`config.mk`:
```
export PLATFORM = sky130hd
export DESIGN_NAME = ir_pwm_gen
export DESIGN_NICKNAME = d
export VERILOG_FILES = /design/src/rtl/ir_pwm_pkg.sv /design/src/rtl/ir_width_timer.sv /design/src/rtl/ir_carrier_cnt.sv /design/src/rtl/ir_pin_mux.sv /design/src/rtl/ir_pwm_gen.sv
export SDC_FILE = /design/constraint.sdc
export NUM_CORES = 1
export LEC_CHECK = 0
export ABC_AREA = 1
export BUFFER_PORTS_ARGS = -buffer_cell sky130_fd_sc_hd__buf_2
export CAP_MARGIN = 0
export CORE_ASPECT_RATIO = 1.1
export CORE_MARGIN = 2
export CORE_UTILIZATION = 58
export DETAILED_ROUTE_END_ITERATION = 8
export HOLD_SLACK_MARGIN = 0.03
export PLACE_DENSITY = 0.85
export REMOVE_ABC_BUFFERS = 1
export SYNTH_ARGS = -nofsm -noshare
export SYNTH_HDL_FRONTEND = slang
export SYNTH_SLANG_ARGS = --single-unit
```
`constraint.sdc`:
```
create_clock -name clk_i -period 3.13 [get_ports clk_i]
set_clock_uncertainty 0.2 [all_clocks]
set_input_delay 0.1565 -clock clk_i [delete_from_list [all_inputs] [get_ports clk_i]]
set_output_delay 0.1565 -clock clk_i [all_outputs]
set_load 0.005 [all_outputs]
```
`src/rtl/ir_pwm_pkg.sv`:
```
package ir_pwm_pkg;
  typedef enum logic {
    PH_LOW  = 1'b0,
    PH_HIGH = 1'b1
  } phase_e;
endpackage

```
`src/rtl/ir_width_timer.sv`:
```
module ir_width_timer
  import ir_pwm_pkg::*;
#(
  parameter int unsigned W = 8
) (
  input  logic         clk_i,
  input  logic         rst_ni,
  input  logic         en_i,
  input  logic         tick_i,
  input  logic         low_only_i,
  input  logic [W-1:0] hi_rl_i,
  input  logic [W-1:0] lo_rl_i,
  output phase_e       phase_o,
  output logic         hi_done_o,
  output logic         lo_done_o
);
  logic [W-1:0] cnt_q;
  phase_e       ph_q, nxt_ph;
  logic [W-1:0] nxt_rl, start_rl;
  logic         term;

  assign term     = tick_i && (cnt_q == '0);
  assign nxt_ph   = (ph_q == PH_HIGH) ? PH_LOW : PH_HIGH;
  // high phase borrows the low reload in low-only mode
  assign start_rl = low_only_i ? lo_rl_i : hi_rl_i;
  assign nxt_rl   = (nxt_ph == PH_HIGH) ? start_rl : lo_rl_i;

  always_ff @(posedge clk_i or negedge rst_ni) begin
    if (!rst_ni) begin
      ph_q      <= PH_HIGH;
      cnt_q     <= '0;
      hi_done_o <= 1'b0;
      lo_done_o <= 1'b0;
    end else if (!en_i) begin
      ph_q      <= PH_HIGH;
      cnt_q     <= start_rl;
      hi_done_o <= 1'b0;
      lo_done_o <= 1'b0;
    end else begin
      hi_done_o <= term && (ph_q == PH_HIGH);
      lo_done_o <= term && (ph_q == PH_LOW);
      if (term) begin
        ph_q  <= nxt_ph;
        cnt_q <= nxt_rl;
      end else if (tick_i) begin
        cnt_q <= cnt_q - 1'b1;
      end
    end
  end

  assign phase_o = ph_q;

  assert_hold_without_tick_R3: assert property (@(posedge clk_i) disable iff (!rst_ni)
    (en_i && !tick_i) |=> ($stable(cnt_q) && $stable(ph_q)));

  assert_done_needs_tick_R8: assert property (@(posedge clk_i) disable iff (!rst_ni)
    (hi_done_o || lo_done_o) |-> $past(en_i && tick_i));

  assert_done_exclusive_R8: assert property (@(posedge clk_i) disable iff (!rst_ni)
    $onehot0({hi_done_o, lo_done_o}));

  assert_disable_restart_R1: assert property (@(posedge clk_i) disable iff (!rst_ni)
    !en_i |=> (ph_q == PH_HIGH) && !hi_done_o && !lo_done_o);
endmodule

```
`src/rtl/ir_carrier_cnt.sv`:
```
module ir_carrier_cnt #(
  parameter int unsigned W = 6
) (
  input  logic         clk_i,
  input  logic         rst_ni,
  input  logic         en_i,
  input  logic         tick_i,
  input  logic [W-1:0] rl_i,
  output logic         car_o,
  output logic         done_o
);
  logic [W-1:0] cnt_q;
  logic         term;

  assign term = tick_i && (cnt_q == '0);

  always_ff @(posedge clk_i or negedge rst_ni) begin
    if (!rst_ni) begin
      cnt_q  <= '0;
      car_o  <= 1'b0;
      done_o <= 1'b0;
    end else if (!en_i) begin
      cnt_q  <= rl_i;
      car_o  <= 1'b0;
      done_o <= 1'b0;
    end else begin
      done_o <= term;
      if (term) begin
        cnt_q <= rl_i;
        car_o <= ~car_o;
      end else if (tick_i) begin
        cnt_q <= cnt_q - 1'b1;
      end
    end
  end

  assert_toggle_on_reload_R4: assert property (@(posedge clk_i) disable iff (!rst_ni)
    done_o |-> (car_o != $past(car_o)));

  assert_steady_between_R4: assert property (@(posedge clk_i) disable iff (!rst_ni)
    (en_i && $past(en_i) && !done_o) |-> $stable(car_o));
endmodule

```
`src/rtl/ir_pin_mux.sv`:
```
module ir_pin_mux
  import ir_pwm_pkg::*;
(
  input  logic   en_i,
  input  logic   port_bit_i,
  input  logic   mod_en_i,
  input  phase_e phase_i,
  input  logic   car_i,
  output logic   pin_o
);
  logic wave;

  always_comb begin
    if (phase_i == PH_HIGH) wave = 1'b1;
    else                    wave = mod_en_i & car_i;
    pin_o = en_i ? wave : port_bit_i;
  end
endmodule

```
`src/rtl/ir_pwm_gen.sv`:
```
module ir_pwm_gen
  import ir_pwm_pkg::*;
#(
  parameter int unsigned CNT_W = 8,
  parameter int unsigned CAR_W = 6
) (
  input  logic             clk_i,
  input  logic             rst_ni,
  input  logic             tick_i,
  input  logic             en_i,
  input  logic             mod_en_i,
  input  logic             low_only_i,
  input  logic [CNT_W-1:0] hi_reload_i,
  input  logic [CNT_W-1:0] lo_reload_i,
  input  logic [CAR_W-1:0] car_reload_i,
  input  logic             port_bit_i,
  output logic             pin_o,
  output logic             hi_done_o,
  output logic             lo_done_o,
  output logic             car_done_o
);
  phase_e phase;
  logic   car;

  ir_width_timer #(.W(CNT_W)) i_width_timer (
    .clk_i      (clk_i),
    .rst_ni     (rst_ni),
    .en_i       (en_i),
    .tick_i     (tick_i),
    .low_only_i (low_only_i),
    .hi_rl_i    (hi_reload_i),
    .lo_rl_i    (lo_reload_i),
    .phase_o    (phase),
    .hi_done_o  (hi_done_o),
    .lo_done_o  (lo_done_o)
  );

  ir_carrier_cnt #(.W(CAR_W)) i_carrier_cnt (
    .clk_i  (clk_i),
    .rst_ni (rst_ni),
    .en_i   (en_i),
    .tick_i (tick_i),
    .rl_i   (car_reload_i),
    .car_o  (car),
    .done_o (car_done_o)
  );

  ir_pin_mux i_pin_mux (
    .en_i       (en_i),
    .port_bit_i (port_bit_i),
    .mod_en_i   (mod_en_i),
    .phase_i    (phase),
    .car_i      (car),
    .pin_o      (pin_o)
  );

  // plain mode: pin edges only where a phase closed
  assert_plain_edges_R2: assert property (@(posedge clk_i) disable iff (!rst_ni)
    (en_i && $past(en_i) && !mod_en_i && !$past(mod_en_i) && (pin_o != $past(pin_o)))
      |-> (hi_done_o || lo_done_o));

  assert_high_phase_pin_R5: assert property (@(posedge clk_i) disable iff (!rst_ni)
    (en_i && $past(en_i) && lo_done_o) |-> pin_o);
endmodule

```
-- After elaboration in Yosys (flattened, before gate mapping)
Index checks and enable logic that the tools add are counted.
- input port bits: 29
- register bits: 19
- output and inout bits: 4
- logic and storage cells: 40
- multiplexer cells: 18
- reductions and logical operators: 6
- equality and inequality tests: 4
- bitwise logic cells: 3
- $add $sub $neg: 2
- operators by type and width (cell ; number):
    two-way mux 8 bit ; 5
    two-way mux 6 bit ; 3
    two-way mux 1 bit ; 10
    zero test 8 bit ; 1
    subtractor 8 x 1 -> 8 bit, second input constant ; 1
    zero test 6 bit ; 1
    inequality test 3 x 2 -> 1 bit, second input constant ; 2
    subtractor 6 x 1 -> 6 bit, second input constant ; 1
    logical AND 1 bit ; 4
    inequality test 2 x 1 -> 1 bit, second input constant ; 2
    inverter 1 bit ; 2
    AND 1 bit ; 1

-- Longest topological paths before layout
- word-level depth: 4
- mapped depth: 12
- depth with buffers taken out: 11

-- Hierarchy
Synthesis repeated with hierarchy kept, for this count alone.
- cell total of the unflattened synthesis: 246
- area, all modules: 1562.7 um^2
- by module, submodules not included (module ; cells an instance ; area an instance (um^2) ; times used):
    ir_width_timer ; 167 ; 1011.0 ; 1
    ir_carrier_cnt ; 72 ; 525.5 ; 1
    ir_pin_mux ; 7 ; 26.3 ; 1

-- Least setup slack after synthesis
OpenSTA, ideal clock, no wires.
- path type: register to register
- start: register i_width_timer.cnt_q[0]
- end: register i_width_timer.cnt_q[1]
- period minus slack after synthesis: 1.542 ns
- path buffers: 1
- stages on the path, launching flop included: 13
- data arrival time: 1.229 ns
- data required time: 2.817 ns
- slack: 1.588 ns
- cell sequence: dfrtp_1 -> inv_1 -> ha_1 -> nand2_1 -> inv_1 -> nand2_1 -> nor2_4 -> buf_6 -> nor2_1 -> nor2_1 -> o21ai_1 -> nand2_1 -> inv_1
- cells in the longest elaborated chain, start to end: 4
- elaborated cells on any way between the ends: 7
- those cells by class: 1 x add/sub; 1 x eq/ne; 3 x mux; 2 x reduce/logical
- RTL lines (element ; RTL line ; RTL):
    start, declared ; ir_width_timer.sv:17 ; logic [W-1:0] cnt_q;
    start signal, assigned ; ir_width_timer.sv:36 ; cnt_q <= start_rl;
    start signal, assigned ; ir_width_timer.sv:44 ; cnt_q <= nxt_rl;
    start signal, assigned ; ir_width_timer.sv:46 ; cnt_q <= cnt_q - 1'b1;
    subtractor 8 x 1 -> 8 bit or zero test 8 bit (tied branches) ; ir_width_timer.sv:46, ir_width_timer.sv:22 ;
    two-way mux 8 bit or logical AND 1 bit (tied branches) ; ir_width_timer.sv:45, ir_width_timer.sv:22 ;
    two-way mux 8 bit ; ir_width_timer.sv:42 ; if (term) begin
    two-way mux 8 bit ; ir_width_timer.sv:34 ; end else if (!en_i) begin
Parallel ways exist; a longest one is shown, timed or not. The select of a mux whose other input is x is not followed.
A chain may end at the register's enable or synchronous reset.

-- Final worst setup path
- start: register i_carrier_cnt.cnt_q[0]
- end: register i_carrier_cnt.cnt_q[5]
- cells in the longest elaborated chain, start to end: 4
- elaborated cells on any way between the ends: 7
- those cells by class: 1 x add/sub; 1 x eq/ne; 3 x mux; 2 x reduce/logical
- RTL lines (element ; RTL line ; RTL):
    start, declared ; ir_carrier_cnt.sv:12 ; logic [W-1:0] cnt_q;
    start signal, assigned ; ir_carrier_cnt.sv:23 ; cnt_q <= rl_i;
    start signal, assigned ; ir_carrier_cnt.sv:29 ; cnt_q <= rl_i;
    start signal, assigned ; ir_carrier_cnt.sv:32 ; cnt_q <= cnt_q - 1'b1;
    subtractor 6 x 1 -> 6 bit or zero test 6 bit (tied branches) ; ir_carrier_cnt.sv:32, ir_carrier_cnt.sv:15 ;
    two-way mux 6 bit or logical AND 1 bit (tied branches) ; ir_carrier_cnt.sv:31, ir_carrier_cnt.sv:15 ;
    two-way mux 6 bit ; ir_carrier_cnt.sv:28 ; if (term) begin
    two-way mux 6 bit ; ir_carrier_cnt.sv:22 ; end else if (!en_i) begin
Parallel ways exist; a longest one is shown, timed or not. The select of a mux whose other input is x is not followed.

==> flow_results.org <==
** Timing
- The hold violation count in the final report came to 0.
- Setup repair after global routing left no endpoint under its margin.
- In the finished design, the share of the clock period the worst path needs comes to 72.5%.
- The final-report max-slew violation count was 0.
- Final sum of negative setup slack :: 0 ns
- Worst Hold Slack :: 0.0336 ns
- Timing would allow up to 440 MHz.
- Setup violations remaining at the end of the flow were counted as 0.
- Shortest clock period the worst path allows after layout :: 2.27 ns
- For the pin with the worst max-slew slack, the measured transition is 0.431 ns.
- Max-slew headroom at the worst pin :: 71.3%

** Layout
- Area used by multi-input combinational logic :: 838 sq um
- Cells with a size suffix above 1 make up 16.9% of the layout.
- Number of antenna repair diodes :: 0
- Compared with the post-synthesis result, the final layout area differs by 20.4%.
- Fillers :: 230
- Final net count :: 312
- The sequential cells in the finished layout cover a total of 477 sq um.
- Final non-filler cell total :: 309

** Synthesis
- After synthesis, the netlist uses 28 different library cells.
- Of the post-synthesis cell area, the dominant cell type holds 30.2%.
- Leading area contributor after synthesis :: sky130_fd_sc_hd__dfrtp_1
- Cell with the most instances after synthesis :: sky130_fd_sc_hd__nand2_1
- For this run, the number of Yosys warnings is 0.
- Syn_area_per_cell :: 6.32 sq um
- Number of cells produced by synthesis :: 236
- Ranked by instance count, the synthesized netlist is headed by 94 x sky130_fd_sc_hd__nand2_1, 33 x sky130_fd_sc_hd__inv_1, 18 x sky130_fd_sc_hd__dfrtp_1, 18 x sky130_fd_sc_hd__nor2_1, 16 x sky130_fd_sc_hd__nand3_1.
- Share of the yosys chip area belonging to registers :: 32.0%
- Ranked by total cell area, the synthesized netlist is headed by sky130_fd_sc_hd__dfrtp_1 30%, sky130_fd_sc_hd__nand2_1 24%, sky130_fd_sc_hd__inv_1 8.3%.
- Async S/R FF share, synth :: 100%
- Syn Std Cell Area :: 0.00149 sq mm
- The synthesized design contains 0 enable-type register cells.
- For this run, the leading register cell type out of synthesis is sky130_fd_sc_hd__dfrtp_1.
- Flip-flop and latch count after synthesis :: 19

** Power and ir drop
- The clock network accounts for 20.6% of the total power.
- Net Sw Power :: 0.000234 W
- Post-layout total power :: 0.000644 W
- Sequential share of power :: 48.3%
- Share of total power consumed by net switching :: 36.3%
- Lkg Pwr :: 1.03 nW
- Worst IR drop on VDD :: 0.306 mV
- Proportion of power drawn by combinational gates :: 31.2%
- Design internal power :: 0.000410 W
- Areal power density over the cells :: 359 mW/mm^2

** Worst setup path
- Signal arrival time at the worst endpoint :: 2.26 ns
- Setup crit start kind :: flip-flop
- Cell at the slowest stage of the critical path :: sky130_fd_sc_hd__dlygate4sd3_1
- Depth of the worst register-to-register path :: 8
- Crit path max fanout :: 9
- The critical path contains buffers and inverters numbering 3 combined.
- Ordered list of cells on the worst path :: inv_1 -> ha_1 -> nand4_1 -> nand2_2 -> inv_1 -> nand4_1 -> nand2_1 -> dlygate4sd3_1
- Critical path endpoint category :: flip-flop
- Top delay family on crit path :: buffers and inverters
- CP peak stage delay :: 0.56 ns
- The critical path is of the reg -> reg type.
- At the worst endpoint, the required time is 3.12 ns.
- Critical path depth in cells :: 8

** Global route
- Antenna violations before repair :: 0
- Pin count of the biggest net entering global routing :: 20
- Global-route wire length before repair :: 6220 um
- Sum of overflow across all layers after global routing :: 0
- Overall Global Routing Usage :: 27.2%
- The via count of the first global-routing pass was 1515.

** Detailed routing
- Initial detailed-routing violation count :: 38
- The detailed router put a total of 1600 um of wire on met1.
- Top layer reached by signal wires :: met4
- ANT nets after route :: 0
- Summed over all nets, wire length on met2 after detailed routing comes to 1870 um.
- Detailed routing inserted a total of 1558 vias.
- Wire segments on met3 add up to 112 um in the final route.
- In the routed layout, each cell is associated on average with a via count of 5.04.
- Number of detailed-route iterations in the first pass :: 4
- DRC violations left :: 0
- After detailed routing, the average wire length per cell comes to 11.8 um.
- Routed wire length :: 3630 um

** CTS
- Number of sinks driven by the clock tree :: 19
- In this run the number of H-tree levels came out at 1.
- Buffers inserted during clock tree synthesis total 3.
- The clock reaches the later pin of the worst-skew pair after 0.31 ns.
- Reg clk slew, reported paths :: 0.12 ns
- Setup Fix Bufs, Post-CTS :: 0
- TritonCTS built the clock tree.
- CTS placed an instance of sky130_fd_sc_hd__clkbuf_4 at the clock tree root.
- Max clock buf depth :: 2
- Buffers inserted to repair hold after CTS numbered 12.
- Resize count post-CTS :: 0

** Placed design
- Input and output buffers added on the ports amount to 32.
- Routability congestion estimate from global placement :: 0.867
- In this run, placement finished with an instance count of 293.
- Once detailed placement completed, the half-perimeter wirelength came to 2630 um.

** Run status
- Result of the run :: completed

** Die
- After floorplanning, the core was sized to cover 0.00247 sq mm.
- Row Count :: 19
- Die Area :: 0.00299 sq mm
- During I/O placement, the number of pins put on the boundary was 33.
- The initial utilization of the core area, before any placement, comes to 60.3%.
- From bottom edge to top edge, the die measures 57.2 um.
- The die is 52.4 um wide.

** Job
- Max-Cap Viols :: 0

** Min path
- The path class of the tightest hold or removal check is in -> reg.
- Counting instances, the worst hold path has a depth of 5.
layout by cell type, fill, tap and decap left out, drive strengths merged, types with 2 or more instances in the layout:
cell	netlist	routed
nor2	22	22
inv	34	34
o211ai	2	2
nand4	3	3
a21oi	7	7
o22ai	3	3
ha	4	4
clkbuf	0	3
nor3	2	2
a22oi	2	2
o21bai	2	2
dfrtp	18	18
xor2	2	2
o21ai	12	12
nand2	97	97
buf	6	32
dlygate4sd3	0	12
nand3	16	16
stage by stage:
stage / instance area, sq um / worst slack [ns] / util [%]
floorplan: 1450 / 1.50 / -
global placement: 1650 / 1.36 / 66.5
detailed placement: 1650 / 1.33 / 66.5
CTS: 1800 / 0.907 / 72.6
global route: 1800 / 0.727 / 72.6
finish: 1800 / 0.859 / 72.6
power groups by stage:
stage | combinational (W) | clock, W | sequential, W
6_report | 0.000201 | 0.000132 | 0.000311
5_1_grt | 0.000233 | 0.000140 | 0.000315
4_1_cts | 0.000197 | 0.000132 | 0.000310
3_5_place_dp | 0.000184 | 0 | 0.000314
3_3_place_gp | 0.000179 | 0 | 0.000313
2_1_floorplan | 0.000130 | 0 | 0.000306
layer usage:
metal / global-route usage [%] / vias up
li1: - / 823
met1: 31.4 / 692
met2: 50.5 / 39
met3: 1.57 / 4
met4: 11.4 / 0
met5: 0 / -
final timing paths:
check	slack, ns	startpoint	end
worst max-delay path	0.86	i_carrier_cnt.cnt_q[0]	i_carrier_cnt.cnt_q[5]
worst max register to register	0.86	i_carrier_cnt.cnt_q[0]	i_carrier_cnt.cnt_q[5]
worst min-delay path	0.03	lo_reload_i[3]	i_width_timer.cnt_q[3]
min in group asynchronous	0.11	rst_ni	i_width_timer.cnt_q[1]
worst min register to register	0.29	i_carrier_cnt.car_o	i_carrier_cnt.car_o
max in group asynchronous	2.29	rst_ni	i_width_timer.phase_o
registers in the layout, indices dropped and copies added, names as in the netlist:
register	cells
i_width_timer.cnt_q	8
i_carrier_cnt.cnt_q	6
i_carrier_cnt.car_o	1
i_carrier_cnt.done_o	1
i_width_timer.hi_done_o	1
i_width_timer.lo_done_o	1
i_width_timer.phase_o	1
logic make-up (layout without fill, tap and decap cells):
group	Yosys count	count (layout)	synth area share, %
xor gates and xnor gates	3	3	1.76
adders and majority gates	4	4	3.36
buffers and inverters	41	83	11.8
DFF	19	19	32.0
and+or+nand+nor	141	141	39.9
AOI/OAI and AO/OA	28	28	11.2
cell type report:
class,instances,area share [%]
clock buffer,3,1.25
timing repair buffer,44,15.6
inverter,35,7.32
sequential,19,26.6
clock inverter,1,0.418
multi-input combinational,176,46.7
tap,31,2.16
tightest hold or removal path: cells and delay by family:
family                 cells  cell delay [ns]
AND/OR/NAND/NOR            4             0.26
buffers and inverters      1             0.09
(Power assumes the default switching activity.)
